**config.mk**
```make
export PLATFORM = sky130hd
export DESIGN_NAME = traffic_ipg_monitor
export DESIGN_NICKNAME = d
export VERILOG_FILES = /design/src/rtl/tim_pkg.sv /design/src/rtl/tim_classify.sv /design/src/rtl/tim_window.sv /design/src/rtl/tim_compare.sv /design/src/rtl/traffic_ipg_monitor.sv
export SDC_FILE = /design/constraint.sdc
export NUM_CORES = 1
export LEC_CHECK = 0
export ABC_AREA = 0
export BUFFER_PORTS_ARGS = -buffer_cell sky130_fd_sc_hd__buf_2
export CAP_MARGIN = 10
export CORE_ASPECT_RATIO = 0.75
export CORE_MARGIN = 3
export CORE_UTILIZATION = 42
export DETAILED_ROUTE_END_ITERATION = 12
export HOLD_SLACK_MARGIN = 0.06
export SLEW_MARGIN = 15
export SYNTH_ARGS = -nofsm -noshare
export SYNTH_HDL_FRONTEND = slang
export SYNTH_HIERARCHICAL = 1
export SYNTH_SLANG_ARGS = --single-unit
```
**constraint.sdc**
```tcl
create_clock -name clk -period 7.99 [get_ports clk]
set_clock_uncertainty 0.1 [all_clocks]
set_input_delay 1.598 -clock clk [delete_from_list [all_inputs] [get_ports clk]]
set_output_delay 1.598 -clock clk [all_outputs]
set_load 0.005 [all_outputs]
```
**src/rtl/tim_pkg.sv**
```systemverilog
// Shared constants and types for the traffic load and gap monitor.
package tim_pkg;
    // Control octet codes recognised on the stream.
    localparam logic [7:0] OCT_START = 8'hFB;
    localparam logic [7:0] OCT_TERM  = 8'hFD;
    localparam logic [7:0] OCT_IDLE  = 8'h07;

    // Where the stream is relative to packet boundaries.
    typedef enum logic [1:0] {
        LINK_UNSYNC = 2'd0,   // no terminate seen since reset
        LINK_FRAME  = 2'd1,   // inside a frame
        LINK_GAP    = 2'd2    // after a terminate, before the next start
    } link_e;
endpackage

```
**src/rtl/tim_classify.sv**
```systemverilog
// Octet classifier and gap tracker.
// Marks frame octets, reports the closing of each measured gap together
// with its length, and records whether that gap met the minimum gap limit.
// Assumes one octet per clock and a synchronous active-low reset.
module tim_classify #(
    parameter int GAP_W = 8
) (
    input  logic             clk,
    input  logic             rst_n,
    input  logic [7:0]       rx_data,
    input  logic             rx_ctrl,
    input  logic [GAP_W-1:0] min_ipg,
    output logic             frame_oct,
    output logic             gap_done,
    output logic [GAP_W-1:0] gap_len,
    output logic             gap_ok_raw
);
    import tim_pkg::*;

    link_e            link_q;
    logic [GAP_W-1:0] gap_q;
    logic             is_start, is_term, is_idle;

    // Decode the control codes of the current octet.
    always_comb begin
        is_start = rx_ctrl && (rx_data == OCT_START);
        is_term  = rx_ctrl && (rx_data == OCT_TERM);
        is_idle  = rx_ctrl && (rx_data == OCT_IDLE);
    end

    // Per-octet results for the window accumulator.
    always_comb begin
        frame_oct = is_start || (link_q == LINK_FRAME);
        gap_done  = is_start && (link_q == LINK_GAP);
        gap_len   = gap_q;
    end

    // Track the frame/gap state and count idles in the current gap.
    always_ff @(posedge clk) begin
        if (!rst_n) begin
            link_q <= LINK_UNSYNC;
            gap_q  <= '0;
        end else if (is_start) begin
            link_q <= LINK_FRAME;
        end else if (is_term && (link_q == LINK_FRAME)) begin
            link_q <= LINK_GAP;
            gap_q  <= '0;
        end else if ((link_q == LINK_GAP) && is_idle && (gap_q != '1)) begin
            gap_q  <= gap_q + GAP_W'(1);
        end
    end

    // Record whether the most recently closed gap met the minimum.
    always_ff @(posedge clk) begin
        if (!rst_n) begin
            gap_ok_raw <= 1'b0;
        end else if (gap_done) begin
            gap_ok_raw <= (gap_q >= min_ipg);
        end
    end
endmodule

```
**src/rtl/tim_window.sv**
```systemverilog
// Sliding-window accumulator.
// Splits the window into 2^NSLOT_LG2 slots of 2^SLOT_LG2 cycles. It keeps
// one stored total per slot and running window sums that are updated by
// add-new/subtract-oldest at each slot end, so no divider is needed.
// Assumes NSLOT_LG2 >= 1 and SLOT_LG2 >= 1.
module tim_window #(
    parameter int SLOT_LG2  = 4,
    parameter int NSLOT_LG2 = 2,
    parameter int GAP_W     = 8,
    localparam int WIN_LG2  = SLOT_LG2 + NSLOT_LG2,
    localparam int FR_W     = WIN_LG2 + 1,
    localparam int GSUM_W   = GAP_W + WIN_LG2 + 1
) (
    input  logic              clk,
    input  logic              rst_n,
    input  logic              frame_oct,
    input  logic              gap_done,
    input  logic [GAP_W-1:0]  gap_len,
    output logic [FR_W-1:0]   win_frame,
    output logic [GSUM_W-1:0] win_goct,
    output logic [FR_W-1:0]   win_gcnt,
    output logic              window_valid
);
    localparam int NSLOT = 1 << NSLOT_LG2;
    localparam int SF_W  = SLOT_LG2 + 1;
    localparam int SG_W  = GAP_W + SLOT_LG2 + 1;

    logic [SLOT_LG2-1:0]  phase_q;
    logic [NSLOT_LG2-1:0] ptr_q;
    logic [NSLOT_LG2:0]   seen_q;
    logic                 slot_end;

    logic [SF_W-1:0] acc_fr_q, acc_gc_q, acc_fr_nx, acc_gc_nx;
    logic [SG_W-1:0] acc_go_q, acc_go_nx;

    logic [SF_W-1:0] slot_fr [NSLOT];
    logic [SF_W-1:0] slot_gc [NSLOT];
    logic [SG_W-1:0] slot_go [NSLOT];
    logic [SF_W-1:0] old_fr, old_gc;
    logic [SG_W-1:0] old_go;

    // Slot end is the last cycle of each slot period.
    assign slot_end = (phase_q == '1);

    // Cycle position inside the current slot.
    always_ff @(posedge clk) begin
        if (!rst_n) phase_q <= '0;
        else        phase_q <= phase_q + SLOT_LG2'(1);
    end

    // Slot totals including the current cycle.
    always_comb begin
        acc_fr_nx = acc_fr_q + SF_W'(frame_oct);
        acc_gc_nx = acc_gc_q + SF_W'(gap_done);
        acc_go_nx = acc_go_q + (gap_done ? SG_W'(gap_len) : SG_W'(0));
    end

    // Open-slot accumulators, cleared as each slot closes.
    always_ff @(posedge clk) begin
        if (!rst_n || slot_end) begin
            acc_fr_q <= '0;
            acc_gc_q <= '0;
            acc_go_q <= '0;
        end else begin
            acc_fr_q <= acc_fr_nx;
            acc_gc_q <= acc_gc_nx;
            acc_go_q <= acc_go_nx;
        end
    end

    // One stored total per slot; the slot under the pointer is replaced.
    for (genvar s = 0; s < NSLOT; s++) begin : g_slot
        logic [SF_W-1:0] fr_q, gc_q;
        logic [SG_W-1:0] go_q;

        // Capture the closing slot's totals into this ring position.
        always_ff @(posedge clk) begin
            if (!rst_n) begin
                fr_q <= '0;
                gc_q <= '0;
                go_q <= '0;
            end else if (slot_end && (ptr_q == NSLOT_LG2'(s))) begin
                fr_q <= acc_fr_nx;
                gc_q <= acc_gc_nx;
                go_q <= acc_go_nx;
            end
        end

        assign slot_fr[s] = fr_q;
        assign slot_gc[s] = gc_q;
        assign slot_go[s] = go_q;
    end

    // Oldest slot totals, about to leave the window.
    always_comb begin
        old_fr = slot_fr[ptr_q];
        old_gc = slot_gc[ptr_q];
        old_go = slot_go[ptr_q];
    end

    // Ring pointer and count of slots closed since reset.
    always_ff @(posedge clk) begin
        if (!rst_n) begin
            ptr_q  <= '0;
            seen_q <= '0;
        end else if (slot_end) begin
            ptr_q <= ptr_q + NSLOT_LG2'(1);
            if (seen_q != (NSLOT_LG2+1)'(NSLOT))
                seen_q <= seen_q + (NSLOT_LG2+1)'(1);
        end
    end

    // Window sums move by one slot at each slot end.
    always_ff @(posedge clk) begin
        if (!rst_n) begin
            win_frame <= '0;
            win_gcnt  <= '0;
            win_goct  <= '0;
        end else if (slot_end) begin
            win_frame <= win_frame - FR_W'(old_fr) + FR_W'(acc_fr_nx);
            win_gcnt  <= win_gcnt  - FR_W'(old_gc) + FR_W'(acc_gc_nx);
            win_goct  <= win_goct  - GSUM_W'(old_go) + GSUM_W'(acc_go_nx);
        end
    end

    assign window_valid = (seen_q == (NSLOT_LG2+1)'(NSLOT));
endmodule

```
**src/rtl/tim_compare.sv**
```systemverilog
// Threshold comparator.
// Turns the window sums into the load and gap flags. Average-gap tests
// multiply the limit by the gap count instead of dividing. All flags are
// held low until the window has filled once.
module tim_compare #(
    parameter int WIN_LG2   = 6,
    parameter int GAP_W     = 8,
    localparam int FR_W     = WIN_LG2 + 1,
    localparam int GSUM_W   = GAP_W + WIN_LG2 + 1
) (
    input  logic              window_valid,
    input  logic [FR_W-1:0]   win_frame,
    input  logic [GSUM_W-1:0] win_goct,
    input  logic [FR_W-1:0]   win_gcnt,
    input  logic [FR_W-1:0]   rate_thresh,
    input  logic [GAP_W-1:0]  min_ipg,
    input  logic [GAP_W-1:0]  min_avg_ipg,
    input  logic              gap_ok_raw,
    output logic              heavy_load,
    output logic              avg_above_min,
    output logic              avg_above_min_avg,
    output logic              last_gap_ok
);
    logic [GSUM_W-1:0] lim_min, lim_avg;
    logic              have_gaps;

    // Scale each limit by the number of gaps in the window.
    always_comb begin
        lim_min   = GSUM_W'(min_ipg)     * GSUM_W'(win_gcnt);
        lim_avg   = GSUM_W'(min_avg_ipg) * GSUM_W'(win_gcnt);
        have_gaps = (win_gcnt != '0);
    end

    // Gate the comparisons with window validity.
    always_comb begin
        heavy_load        = window_valid && (win_frame > rate_thresh);
        avg_above_min     = window_valid && have_gaps && (win_goct > lim_min);
        avg_above_min_avg = window_valid && have_gaps && (win_goct > lim_avg);
        last_gap_ok       = window_valid && gap_ok_raw;
    end
endmodule

```
**src/rtl/traffic_ipg_monitor.sv**
```systemverilog
// Traffic load and inter-packet gap monitor (top).
// Observes a byte-serial reconciliation stream and reports the windowed
// frame-octet count, gap count and gap-octet total, plus heavy-load and
// gap-limit flags. The stream itself is never modified.
// Assumes one octet per clock and a synchronous active-low reset.
module traffic_ipg_monitor #(
    parameter int SLOT_LG2  = 4,
    parameter int NSLOT_LG2 = 2,
    parameter int GAP_W     = 8,
    localparam int WIN_LG2  = SLOT_LG2 + NSLOT_LG2,
    localparam int FR_W     = WIN_LG2 + 1,
    localparam int GSUM_W   = GAP_W + WIN_LG2 + 1
) (
    input  logic              clk,
    input  logic              rst_n,
    input  logic [7:0]        rx_data,
    input  logic              rx_ctrl,
    input  logic [FR_W-1:0]   rate_thresh,
    input  logic [GAP_W-1:0]  min_ipg,
    input  logic [GAP_W-1:0]  min_avg_ipg,
    output logic              heavy_load,
    output logic              last_gap_ok,
    output logic              avg_above_min,
    output logic              avg_above_min_avg,
    output logic              window_valid,
    output logic [FR_W-1:0]   win_frame_octets,
    output logic [GSUM_W-1:0] win_gap_octets,
    output logic [FR_W-1:0]   win_gap_count
);
    logic             frame_oct, gap_done, gap_ok_raw;
    logic [GAP_W-1:0] gap_len;

    tim_classify #(.GAP_W(GAP_W)) u_classify (
        .clk        (clk),
        .rst_n      (rst_n),
        .rx_data    (rx_data),
        .rx_ctrl    (rx_ctrl),
        .min_ipg    (min_ipg),
        .frame_oct  (frame_oct),
        .gap_done   (gap_done),
        .gap_len    (gap_len),
        .gap_ok_raw (gap_ok_raw)
    );

    tim_window #(
        .SLOT_LG2  (SLOT_LG2),
        .NSLOT_LG2 (NSLOT_LG2),
        .GAP_W     (GAP_W)
    ) u_window (
        .clk          (clk),
        .rst_n        (rst_n),
        .frame_oct    (frame_oct),
        .gap_done     (gap_done),
        .gap_len      (gap_len),
        .win_frame    (win_frame_octets),
        .win_goct     (win_gap_octets),
        .win_gcnt     (win_gap_count),
        .window_valid (window_valid)
    );

    tim_compare #(
        .WIN_LG2 (WIN_LG2),
        .GAP_W   (GAP_W)
    ) u_compare (
        .window_valid      (window_valid),
        .win_frame         (win_frame_octets),
        .win_goct          (win_gap_octets),
        .win_gcnt          (win_gap_count),
        .rate_thresh       (rate_thresh),
        .min_ipg           (min_ipg),
        .min_avg_ipg       (min_avg_ipg),
        .gap_ok_raw        (gap_ok_raw),
        .heavy_load        (heavy_load),
        .avg_above_min     (avg_above_min),
        .avg_above_min_avg (avg_above_min_avg),
        .last_gap_ok       (last_gap_ok)
    );
endmodule

```
==> key figures, run 1 <==
Synth
  – Synth unique cells: 74
  – Syn_nets: 1845
  – Largest area contributor in the netlist: dfxtp_1
  – Synth Warn #: 6
  – Top_reg_cell synth: dfxtp_1
  – Post-synth EDFFs: 0
  – Seq/Total Area, Yosys: 0.242
  – Post-synth top area share: 0.242
  – Yosys reg bits: 164
  – Most common cell in the netlist: inv_1
  – Area contributors post-synth: dfxtp_1 24%, ha_1 15%, fa_1 12%
  – Commonest cells post-synth: 177 x inv_1, 164 x dfxtp_1, 162 x nand2_1
  – FFs w/ async S/R, synth: 0
  – Synth Cell Area: 0.0136 mm^2
  – Post-Synthesis Cells: 1569
  – Synth Area per Inst: 8.65 um^2

Place
  – Pre-CTS WS: -217 ps
  – RePlAce Congestion: 0.872
  – DPL Wire Length: 26300 um
  – IO Port Bufs: 67

Global routing
  – Grt met2 use: 0.311
  – Met3 usage: 0.0421
  – Gr usage total: 0.207
  – Initial antenna violation count: 0
  – Grt peak-use layer: met1
  – Number of global-route vias before repair: 10685
  – Largest net degree at the start of global routing: 73
  – Met1 Usage GRT: 0.314
  – Grt ovf: 0
  – First-pass GRT wire length: 56700 um

Floorplanning
  – Chip Height: 162 um
  – Die area: 0.0345 mm^2
  – Core ar.: 0.0315 mm^2
  – Die span in x: 214 um
  – Initial Util: 0.430
  – FP Rows: 56
  – # IOs: 68

STA
  – Fmax achieved: 0.125 GHz
  – RSZ-0062 raised after global routing: yes
  – Max_slew headroom: 0.0828
  – Setup violation total in the final timing report: 1
  – Worst slew pin tran: 1360 ps
  – Pins Over Slew Limit: 0
  – Final hold vios: 0
  – Hold Slack: 353 ps
  – Final worst slack: -14.7 ps
  – Setup TNS: -14.7 ps
  – Final period util: 1.00
  – Final min period: 8000 ps

Critical path
  – Critical Path End Type: output pin
  – Startpoint Class: input port
  – Critical-path cell list: buf_8 > and2_4 > fa_1 > inv_2 > fa_1 > inv_2 > fa_1 > inv_1 > fa_1 > inv_2 > ha_4 > buf_6 > nand4_1 > a211oi_2 > o2111ai_1 > nor3b_1 > ha_1 > nand3_1 > nor3_4 > a21oi_2 > a21boi_2 > buf_2
  – Arrival @ worst endpoint: 6310 ps
  – WS Path Type: in -> out
  – R2r startpoint: u_classify/link_q[0]$_SDFFE_PN0P_
  – R2R setup slack: 2610 ps
  – Critical Path RT: 6290 ps
  – Reg2Reg Depth: 20
  – Reg2reg end: u_window/win_goct[12]$_SDFFE_PN0P_
  – Worst Setup SP: min_ipg[5]
  – CP peak stage delay: 550 ps
  – Max FO, Critical Path: 4
  – Most frequent CP cell: fa_1
  – Max stage delay cell, worst path: fa_1

Detailed routing
  – Antenna viol nets, final: 0
  – DR pass1 iterations: 5
  – Via count: 11297
  – Vias/cell: 5.42
  – Total Wirelength: 35300 um
  – Residual DRC count: 0
  – Wire length per cell: 17.0 um
  – Initial DRC Count: 812

Pwr
  – Internal power: 1.31 mW
  – Peak supply drop: 114 uV
  – Switching power: 401 uW
  – PwrDens: 110 mW/mm^2
  – Combinational share of power: 0.031
  – Seq pwr share: 0.479
  – Clock share of power: 0.490
  – LEAKAGE: 6.98 nW
  – Switching Share: 0.234

Cells and area
  – FILL cells: 2959
  – Area added between synthesis and finish: 14.5%
  – Share of cells above drive strength 1: 0.157
  – Multi-input combinational cell area: 0.00963 mm^2
  – Nets@finish: 1940
  – Sequential cell area: 0.00328 mm^2

Clocking
  – CTS sink count: 164
  – CTS tree: done
  – H-tree depth: 4
  – Skew-Pair Late Insertion Delay: 440 ps
  – Clock-pin slew on the worst setup and hold paths: 70 ps
  – CTS max path bufs: 2
  – Num CTS Buffers: 17
  – Root Driver: clkbuf_16

Outcome
  – Violated checks: setup timing
  – Status: finished with violations

Hold path
  – Hold EP: u_window/g_slot[1].fr_q[1]$_SDFFE_PN0P_
  – Worst hold path type: reg -> reg
  – Hold Path Origin: u_window/g_slot[1].fr_q[1]$_SDFFE_PN0P_
  – Hold Path Depth: 2

Job
  – Max Cap Violations: 0
flip-flops by register name, summed over array words and instances, names as in the netlist, 4 cells and up:
register and count:
u_classify/gap_len 8, u_window/win_gcnt 7, u_window/win_frame 7, u_window/phase_q 4, u_window/acc_gc_q 5, u_window/acc_go_q 13
u_window/g_slot.gc_q 20, u_window/g_slot.fr_q 20, u_window/g_slot.go_q 52, u_window/win_goct 15, u_window/acc_fr_q 5
logic make-up (layout without fill, tap and decap cells):
| family | count (synthesis) | after routing | synth area share |
|---|---|---|---|
| XOR/XNOR | 45 | 45 | 0.0290 |
| other | 0 | 1 | 0 |
| AND/OR/NAND/NOR | 522 | 522 | 0.191 |
| AO/OA/AOI/OAI | 331 | 331 | 0.158 |
| flip-flops | 164 | 164 | 0.242 |
| buffers and inverters | 236 | 344 | 0.0685 |
| adder cells (fa/ha/maj) | 242 | 242 | 0.269 |
| multiplexers | 29 | 29 | 0.0426 |
worst max-delay path: cells and delay by family:
| family | cells | cell delay (ps) |
|---|---|---|
| simple gates | 5 | 790 |
| compound gates | 4 | 720 |
| fa+ha+maj | 6 | 2670 |
| buf+inv | 7 | 520 |
cell type report:
cell class / instances / share of cell area
Multi-Input combinational cell: 1169 / 0.620
Antenna cell: 1 / 0.000161
Clock inverter: 13 / 0.00958
Clock buffer: 19 / 0.0285
Sequential cell: 164 / 0.211
Timing Repair Buffer: 134 / 0.0550
Tap cell: 406 / 0.0327
Inverter: 178 / 0.0431
placed cells by master (no fill, tap or decap), types with 26 or more instances in the layout:
cell type  netlist  final
inv_1          177    173
dfxtp_1        164    164
nand2_1        162    162
ha_1           160    153
a21oi_1        128    118
nor2_1         117    116
and2_1         108    104
fa_1            82     82
buf_4            0     67
buf_2            9     65
o21ai_0         49     42
a211oi_1        46     42
nand3_1         27     26
power groups by stage:
stage | sequential (mW) | combinational (mW) | clock (mW)
CTS | 0.819 | 0.0532 | 0.857
detailed placement | 0.838 | 0.0531 | 0
global placement | 0.838 | 0.0522 | 0
floorplan | 0.838 | 0.0219 | 0
global route | 0.819 | 0.0593 | 0.890
finish | 0.819 | 0.0538 | 0.838
timing repair:
action	4_1_cts	5_1_grt
hold buffers	0	0
setup buffers	0	3
pin swaps	20	29
resized for setup	23	41
endpoints found under the setup margin	2	2
per-layer routing:
layer	part of all wire	vias up	wire, um
li1	-	5563	-
met1	0.51	5474	18000
met2	0.43	241	15100
met3	0.056	19	1970
met4	0.0065	0	228
met5	0	-	0
worst max path at each step:
stage                          endpoint  slack (ps)  cells past startpoint
after global placement    avg_above_min        -170                     22
after floorplan           avg_above_min         250                     20
after CTS                 avg_above_min        -0.8                     21
final                     avg_above_min         -10                     22
after global routing      avg_above_min        -200                     22
after detailed placement  avg_above_min        -220                     20
per-stage QoR:
step | util | area (um^2) | total power [mW] | cells
floorplan | - | 13600 | 0.860 | 1569
global placement | 0.464 | 14600 | 0.890 | 2048
detailed placement | 0.464 | 14600 | 0.891 | 2048
CTS | 0.486 | 15300 | 1.73 | 2080
global route | 0.493 | 15500 | 1.77 | 2083
finish | 0.493 | 15500 | 1.71 | 2084
(Power assumes the default switching activity.)
==> run 2: changes to the inputs <==
CELL_PAD_IN_SITES_DETAIL_PLACEMENT = 1   (was unset)
CELL_PAD_IN_SITES_GLOBAL_PLACEMENT = 1   (was unset)
PLACE_DENSITY_LB_ADDON = 0.1   (was unset)
==> run 2 against run 1 <==
Net effect:
- the run still ends with setup timing left
- setup slack lost 86 ps
- sequential share of layout area down 0.30 points
- power is 1.8% lower
- sequential power hardly changed
- critical path depth grew 1
- fmax down 1.1%
- non-clock buffer count is 20 higher
- global-route usage increased by 2.8 points
- combinational power up 7.8%
- critical path type unchanged
- largest power group is now sequential cells
==> key figures, run 2 (synthesized netlist as in run 1, its figures left out) <==
Critical path
  – Crit path max-delay family: adder cells (unchanged)
  – WS Path Type: in -> out (unchanged)
  – Most frequent CP cell: fa_1 (unchanged)
  – Critical Path RT: 6290 ps (about the same)
  – Critical-path cell list: buf_8 > and2_4 > fa_1 > inv_1 > fa_1 > inv_2 > fa_1 > inv_2 > fa_1 > inv_2 > ha_4 > buf_6 > nand4_1 > a211oi_2 > buf_4 > o2111ai_2 > nor3b_2 > ha_2 > a211oi_2 > o21ai_1 > a221oi_2 > a21boi_2 > buf_2 (was buf_8 > and2_4 > fa_1 > inv_2 > fa_1 > inv_2 > fa_1 > inv_1 > fa_1 > inv_2 > ha_4 > buf_6 > nand4_1 > a211oi_2 > o2111ai_1 > nor3b_1 > ha_1 > nand3_1 > nor3_4 > a21oi_2 > a21boi_2 > buf_2)
  – Critical Path End Type: output pin (unchanged)
  – Max FO, Critical Path: 4 (unchanged)
  – Startpoint Class: input port (unchanged)
  – CP bufs+invs: 8 (was 7)
  – Arrival @ worst endpoint: 6390 ps (was 6310 ps)
  – CP peak stage delay: 530 ps (was 550 ps)
  – Max stage delay cell, worst path: fa_1 (unchanged)

Pwr
  – LEAKAGE: 7.10 nW (was 6.98 nW)
  – PwrDens: 107 mW/mm^2 (was 110 mW/mm^2)
  – Switching power: 401 uW (about the same)
  – Seq pwr share: 0.488 (was 0.479)
  – Switching Share: 0.239 (was 0.234)
  – Peak supply drop: 129 uV (was 114 uV)
  – Clock share of power: 0.478 (was 0.490)
  – Combinational share of power: 0.034 (was 0.031)
  – Internal power: 1.28 mW (was 1.31 mW)

Place
  – DP Area: 0.0148 mm^2 (was 0.0146 mm^2)
  – RePlAce Congestion: 0.853 (was 0.872)
  – IO Port Bufs: 67 (unchanged)
  – DPL Wire Length: 30400 um (was 26300 um)

STA
  – Hold Slack: 357 ps (was 353 ps)
  – Max_slew headroom: 0.284 (was 0.0828)
  – Setup violation total in the final timing report: 2 (was 1)
  – Final period util: 1.01 (was 1.00)
  – RSZ-0062 raised after global routing: yes (unchanged)
  – Fmax achieved: 0.124 GHz (was 0.125 GHz)
  – Final hold vios: 0 (unchanged)
  – Pins Over Slew Limit: 0 (unchanged)
  – Final min period: 8090 ps (was 8000 ps)
  – Worst slew pin tran: 1060 ps (was 1360 ps)
  – Final worst slack: -101 ps (was -14.7 ps)

Global routing
  – Largest net degree at the start of global routing: 64 (was 73)
  – First-pass GRT wire length: 64200 um (was 56700 um)
  – Gr usage total: 0.235 (was 0.207)
  – Grt ovf: 0 (unchanged)
  – Number of global-route vias before repair: 12025 (was 10685)
  – Initial antenna violation count: 0 (unchanged)

Detailed routing
  – Via count: 11471 (was 11297)
  – Vias/cell: 5.45 (was 5.42)
  – Wire length per cell: 18.9 um (was 17.0 um)
  – Residual DRC count: 0 (unchanged)
  – Antenna viol nets, final: 0 (unchanged)
  – DR pass1 iterations: 6 (was 5)
  – Total Wirelength: 39800 um (was 35300 um)
  – Initial DRC Count: 433 (was 812)

Clocking
  – H-tree depth: 4 (unchanged)
  – Clock-pin slew on the worst setup and hold paths: 60 ps (was 70 ps)
  – Post-CTS Hold Fix Bufs: 0 (unchanged)
  – CTS tree: done (unchanged)
  – Root Driver: clkbuf_16 (unchanged)
  – Num CTS Buffers: 17 (unchanged)
  – Skew-Pair Late Insertion Delay: 440 ps (about the same)
  – CTS sink count: 164 (unchanged)
  – CTS max path bufs: 2 (unchanged)

Cells and area
  – FILL cells: 3701 (was 2959)
  – Nets@finish: 1960 (was 1940)
  – Share of cells above drive strength 1: 0.177 (was 0.157)
  – Final Cell Area: 0.0158 mm^2 (was 0.0155 mm^2)
  – Most flops, register: u_window/g_slot.go_q (unchanged)
  – Most frequent cells in the layout: 171 x inv_1, 164 x dfxtp_1, 162 x nand2_1, 152 x ha_1, 118 x a21oi_1 (was 173 x inv_1, 164 x dfxtp_1, 162 x nand2_1, 153 x ha_1, 118 x a21oi_1)
  – Commonest non-fill, non-tap cell in the layout: inv_1 (unchanged)
  – # diodes: 0 (was 1)
  – Area added between synthesis and finish: 16.2% (was 14.5%)
  – Largest regs: u_window/g_slot.go_q x52, u_window/g_slot.fr_q x20, u_window/g_slot.gc_q x20 (unchanged)
  – Number of flip-flops in the largest register: 52 (unchanged)

Floorplanning
  – FP Rows: 56 (unchanged)
  – Die span in x: 214 um (unchanged)
  – Core ar.: 0.0315 mm^2 (unchanged)
  – Initial Util: 0.430 (unchanged)
  – Die area: 0.0345 mm^2 (unchanged)
  – # IOs: 68 (unchanged)
  – Chip Height: 162 um (unchanged)

Outcome
  – Status: finished with violations (unchanged)
  – Violated checks: setup timing (unchanged)

Job
  – Max Cap Violations: 0 (unchanged)

Hold path
  – Worst hold path type: reg -> reg (unchanged)
[run 2: power by group through the flow]
stage / sequential, mW / clock [mW] / combinational (mW)
after floorplan: 0.838 / 0 / 0.0219
after global placement: 0.838 / 0 / 0.0550
after detailed placement: 0.838 / 0 / 0.0564
after CTS: 0.819 / 0.825 / 0.0577
after global routing: 0.819 / 0.860 / 0.0640
final: 0.819 / 0.803 / 0.0580
[run 2: cell type report]
| type | count | area, um^2 | area share |
|---|---|---|---|
| clock inverter | 14 | 130 | 0.00826 |
| inverter | 178 | 669 | 0.0425 |
| clock buffer | 18 | 439 | 0.0279 |
| timing repair buffer | 154 | 1020 | 0.0650 |
| sequential | 164 | 3280 | 0.208 |
| tap | 406 | 508 | 0.0322 |
| multi-input combinational | 1169 | 9710 | 0.616 |
[run 2: metal layers]
layer / share of wire / track usage / wire (um) / vias up
li1: - / - / - / 5587
met1: 0.51 / 0.339 / 20100 / 5703
met2: 0.45 / 0.376 / 18100 / 143
met3: 0.027 / 0.0348 / 1060 / 38
met4: 0.014 / 0.0507 / 542 / 0
met5: 0 / 0 / 0 / -
[run 2: what timing repair did]
| item | CTS | global route |
|---|---|---|
| gates resized for setup | 55 | 31 |
| setup buffers | 3 | 2 |
| endpoints found under the setup margin | 2 | 2 |
| pin swaps | 39 | 33 |
[run 2: final timing paths]
kind / cells past startpoint / endpoint / start / slack (ps)
worst min-delay path: 1 / u_window/phase_q[0]$_SDFF_PN0_ / u_window/phase_q[0]$_SDFF_PN0_ / 360
worst max-delay path: 23 / avg_above_min / min_ipg[5] / -100
worst min register to register: 1 / u_window/phase_q[0]$_SDFF_PN0_ / u_window/phase_q[0]$_SDFF_PN0_ / 360
worst max register to register: 20 / u_window/win_goct[12]$_SDFFE_PN0P_ / u_classify/link_q[0]$_SDFFE_PN0P_ / 2540
[run 2: per-stage QoR]
stage	util	setup WS, ps	setup TNS [ps]	power, mW	instances
2_1_floorplan	-	254	0	0.860	1569
3_3_place_gp	0.468	-289	-508	0.893	2066
3_5_place_dp	0.468	-483	-786	0.894	2066
4_1_cts	0.495	-68.2	-88.3	1.70	2101
5_1_grt	0.500	-240	-474	1.74	2103
6_report	0.500	-101	-129	1.68	2103
[run 2: worst register-to-register path: cells and delay by family, from the launching register on]
family                     cells  cell delay, ps
and+or+nand+nor                8            2060
DFF                            1             340
AOI/OAI and AO/OA              5            1070
buffers and inverters          3             270
adders and majority gates      4            1490
==> run 3: changes to the inputs <==
--- a/config.mk
+++ b/config.mk
@@ -16,5 +16,5 @@
 export DETAILED_ROUTE_END_ITERATION = 12
 export HOLD_SLACK_MARGIN = 0.06
-export PLACE_DENSITY_LB_ADDON = 0.1
+export PLACE_DENSITY = 0.8
 export SLEW_MARGIN = 15
 export SYNTH_ARGS = -nofsm -noshare
==> constraint.sdc (replaced) <==
create_clock -name clk -period 7.99 [get_ports clk]
set_clock_uncertainty 0.1 [all_clocks]
set_input_delay 0 -clock clk [delete_from_list [all_inputs] [get_ports clk]]
set_output_delay 0 -clock clk [all_outputs]
set_load 0.005 [all_outputs]
==> run 3 against run 2 <==
Net effect:
- the flow now finishes without violations
- routed wire length is 4.9% higher
- power is 2.5% higher
- die area stayed put
- first-iteration DRC count is 55% higher
- critical path depth is 4 lower
- fmax is 30% higher
- flip-flop and latch count stayed put
- cell count is 3.2% lower
- cell area is 5.4% lower
- highest routed layer unchanged
==> key figures, run 3 (synthesized netlist as in run 1, its figures left out) <==
Outcome
  – Status: completed (was finished with violations)

Global routing
  – Number of global-route vias before repair: 12416 (was 12025)
  – Gr usage total: 0.244 (was 0.235)
  – Initial antenna violation count: 2 (was 0)
  – First-pass GRT wire length: 66600 um (was 64200 um)
  – Grt ovf: 0 (unchanged)
  – Largest net degree at the start of global routing: 73 (was 64)

Detailed routing
  – Via count: 11638 (was 11471)
  – Vias/cell: 5.72 (was 5.45)
  – Initial DRC Count: 673 (was 433)
  – DR pass1 iterations: 5 (was 6)
  – Wire length per cell: 20.5 um (was 18.9 um)
  – Residual DRC count: 0 (unchanged)
  – Antenna viol nets, final: 0 (unchanged)
  – Total Wirelength: 41800 um (was 39800 um)

Clocking
  – Post-CTS Hold Fix Bufs: 8 (was 0)
  – Clock-pin slew on the worst setup and hold paths: 70 ps (was 60 ps)
  – H-tree depth: 4 (unchanged)
  – Root Driver: clkbuf_16 (unchanged)
  – Num CTS Buffers: 17 (unchanged)
  – Skew-Pair Late Insertion Delay: 440 ps (about the same)
  – CTS sink count: 164 (unchanged)
  – # Post-CTS Setup Buffers: 0 (was 3)
  – Post-CTS Resized: 0 (was 55)
  – CTS max path bufs: 2 (unchanged)
  – CTS tree: done (unchanged)

STA
  – Final period util: 0.777 (was 1.01)
  – Setup violation total in the final timing report: 0 (was 2)
  – RSZ-0062 raised after global routing: no (was yes)
  – Worst slew pin tran: 1150 ps (was 1060 ps)
  – Max_slew headroom: 0.223 (was 0.284)
  – Final worst slack: 1790 ps (was -101 ps)
  – Setup TNS: 0 ps (was -129 ps)
  – Final hold vios: 0 (unchanged)
  – Fmax achieved: 0.161 GHz (was 0.124 GHz)
  – Pins Over Slew Limit: 0 (unchanged)
  – Final min period: 6200 ps (was 8090 ps)

Pwr
  – Switching power: 398 uW (was 401 uW)
  – Peak supply drop: 145 uV (was 129 uV)
  – PwrDens: 116 mW/mm^2 (was 107 mW/mm^2)
  – Seq pwr share: 0.476 (was 0.488)
  – LEAKAGE: 6.71 nW (was 7.10 nW)
  – Internal power: 1.33 mW (was 1.28 mW)
  – Combinational share of power: 0.029 (was 0.034)
  – Clock share of power: 0.495 (was 0.478)
  – Switching Share: 0.231 (was 0.239)

Cells and area
  – FILL cells: 3743 (was 3701)
  – Largest regs: u_window/g_slot.go_q x52, u_window/g_slot.fr_q x20, u_window/g_slot.gc_q x20 (unchanged)
  – Most frequent cells in the layout: 177 x inv_1, 164 x dfxtp_1, 162 x nand2_1, 160 x ha_1, 128 x a21oi_1 (was 171 x inv_1, 164 x dfxtp_1, 162 x nand2_1, 152 x ha_1, 118 x a21oi_1)
  – Most flops, register: u_window/g_slot.go_q (unchanged)
  – Area added between synthesis and finish: 9.90% (was 16.2%)
  – Number of flip-flops in the largest register: 52 (unchanged)
  – Commonest non-fill, non-tap cell in the layout: inv_1 (unchanged)
  – Layout Utilization: 0.473 (was 0.500)
  – Share of cells above drive strength 1: 0.100 (was 0.177)
  – Nets@finish: 1892 (was 1960)

Floorplanning
  – Initial Util: 0.430 (unchanged)
  – Core ar.: 0.0315 mm^2 (unchanged)
  – Chip Height: 162 um (unchanged)
  – # IOs: 68 (unchanged)
  – Die span in x: 214 um (unchanged)
  – Die area: 0.0345 mm^2 (unchanged)
  – FP Rows: 56 (unchanged)

Hold path
  – Worst hold path type: in -> reg (was reg -> reg)

Critical path
  – WS Path Type: reg -> out (was in -> out)
  – Crit path max-delay family: adder cells (unchanged)
  – CP peak stage delay: 750 ps (was 530 ps)
  – Max stage delay cell, worst path: dfxtp_1 (was fa_1)
  – Critical-path cell list: nand2_1 > fa_1 > fa_1 > inv_1 > fa_1 > inv_1 > fa_1 > inv_1 > ha_1 > nand4_1 > a21oi_1 > a221oi_1 > nor3b_1 > ha_1 > nor2_1 > nor2_1 > a221oi_1 > a21boi_0 > buf_2 (was buf_8 > and2_4 > fa_1 > inv_1 > fa_1 > inv_2 > fa_1 > inv_2 > fa_1 > inv_2 > ha_4 > buf_6 > nand4_1 > a211oi_2 > buf_4 > o2111ai_2 > nor3b_2 > ha_2 > a211oi_2 > o21ai_1 > a221oi_2 > a21boi_2 > buf_2)
  – Most frequent CP cell: fa_1 (unchanged)
  – Critical Path End Type: output pin (unchanged)
  – CP bufs+invs: 4 (was 8)
  – Arrival @ worst endpoint: 6100 ps (was 6390 ps)
  – Startpoint Class: flop (was input port)
  – Critical Path RT: 7890 ps (was 6290 ps)
  – Max FO, Critical Path: 23 (was 4)

Place
  – RePlAce Congestion: 0.901 (was 0.853)
  – Pre-CTS WS: 2280 ps (was -483 ps)
  – DPL Wire Length: 30900 um (was 30400 um)
  – IO Port Bufs: 67 (unchanged)

Job
  – Max Cap Violations: 0 (unchanged)
==> run 3: changes by cell type in the layout (fill, tap and decap cells not counted), moves of 7 or more <==
cell / change
a21oi_1: +10
a21oi_2: -7
buf_4: -75
dlygate4sd3_1: +8
ha_1: +8
==> run 3: final timing paths <==
| kind | startpoint | end | slack, ps | cells after the start |
|---|---|---|---|---|
| setup / recovery | u_window/win_gcnt[5]$_SDFFE_PN0P_ | avg_above_min | 1790 | 19 |
| hold / removal | min_ipg[7] | u_classify/gap_ok_raw$_SDFFE_PN0P_ | 90 | 5 |
| setup reg to reg | u_classify/link_q[0]$_SDFFE_PN0P_ | u_window/win_goct[14]$_SDFFE_PN0P_ | 2630 | 20 |
| hold reg to reg | u_window/phase_q[0]$_SDFF_PN0_ | u_window/phase_q[0]$_SDFF_PN0_ | 350 | 1 |
==> run 3: power groups by stage <==
| stage | clock [mW] | combinational, mW | sequential, mW |
|---|---|---|---|
| 2_1_floorplan | 0 | 0.0219 | 0.838 |
| 3_3_place_gp | 0 | 0.0461 | 0.838 |
| 3_5_place_dp | 0 | 0.0481 | 0.838 |
| 4_1_cts | 0.866 | 0.0500 | 0.819 |
| 5_1_grt | 0.904 | 0.0552 | 0.819 |
| 6_report | 0.853 | 0.0505 | 0.819 |
==> run 3: per-stage QoR <==
stage          total power [mW]  hold WS (ps)  instances  cell area [um^2]
4_1_cts                    1.74          79.4       2035             14900
5_1_grt                    1.78           138       2035             14900
3_5_place_dp              0.886           308       1995             14200
2_1_floorplan             0.860          16.1       1569             13600
6_report                   1.72          88.4       2036             14900
3_3_place_gp              0.884           287       1995             14200
==> run 3: layout make-up <==
cell class                 count  area [um^2]  share of cell area
clock buffer                  20          437              0.0293
multi-input combinational   1169         9360               0.627
clock inverter                12          158              0.0106
timing repair buffer          86          498              0.0334
tap                          406          508              0.0341
inverter                     178          669              0.0449
antenna                        1         2.50            0.000168
sequential                   164         3280               0.220
==> run 3: metal layers <==
layer / global-route usage / vias up / share of wire
met2: 0.402 / 253 / 0.46
met1: 0.340 / 5889 / 0.48
met3: 0.0348 / 47 / 0.041
li1: - / 5449 / -
met4: 0.0594 / 0 / 0.018
met5: 0 / - / 0
==> run 3: worst reg2reg max path, delay by kind of cell (launching register included) <==
| kind | cells | cell delay, ps |
|---|---|---|
| buf+inv | 2 | 140 |
| fa+ha+maj | 4 | 1450 |
| simple gates | 7 | 1620 |
| compound gates | 5 | 1230 |
| mux | 2 | 420 |
| flops | 1 | 340 |
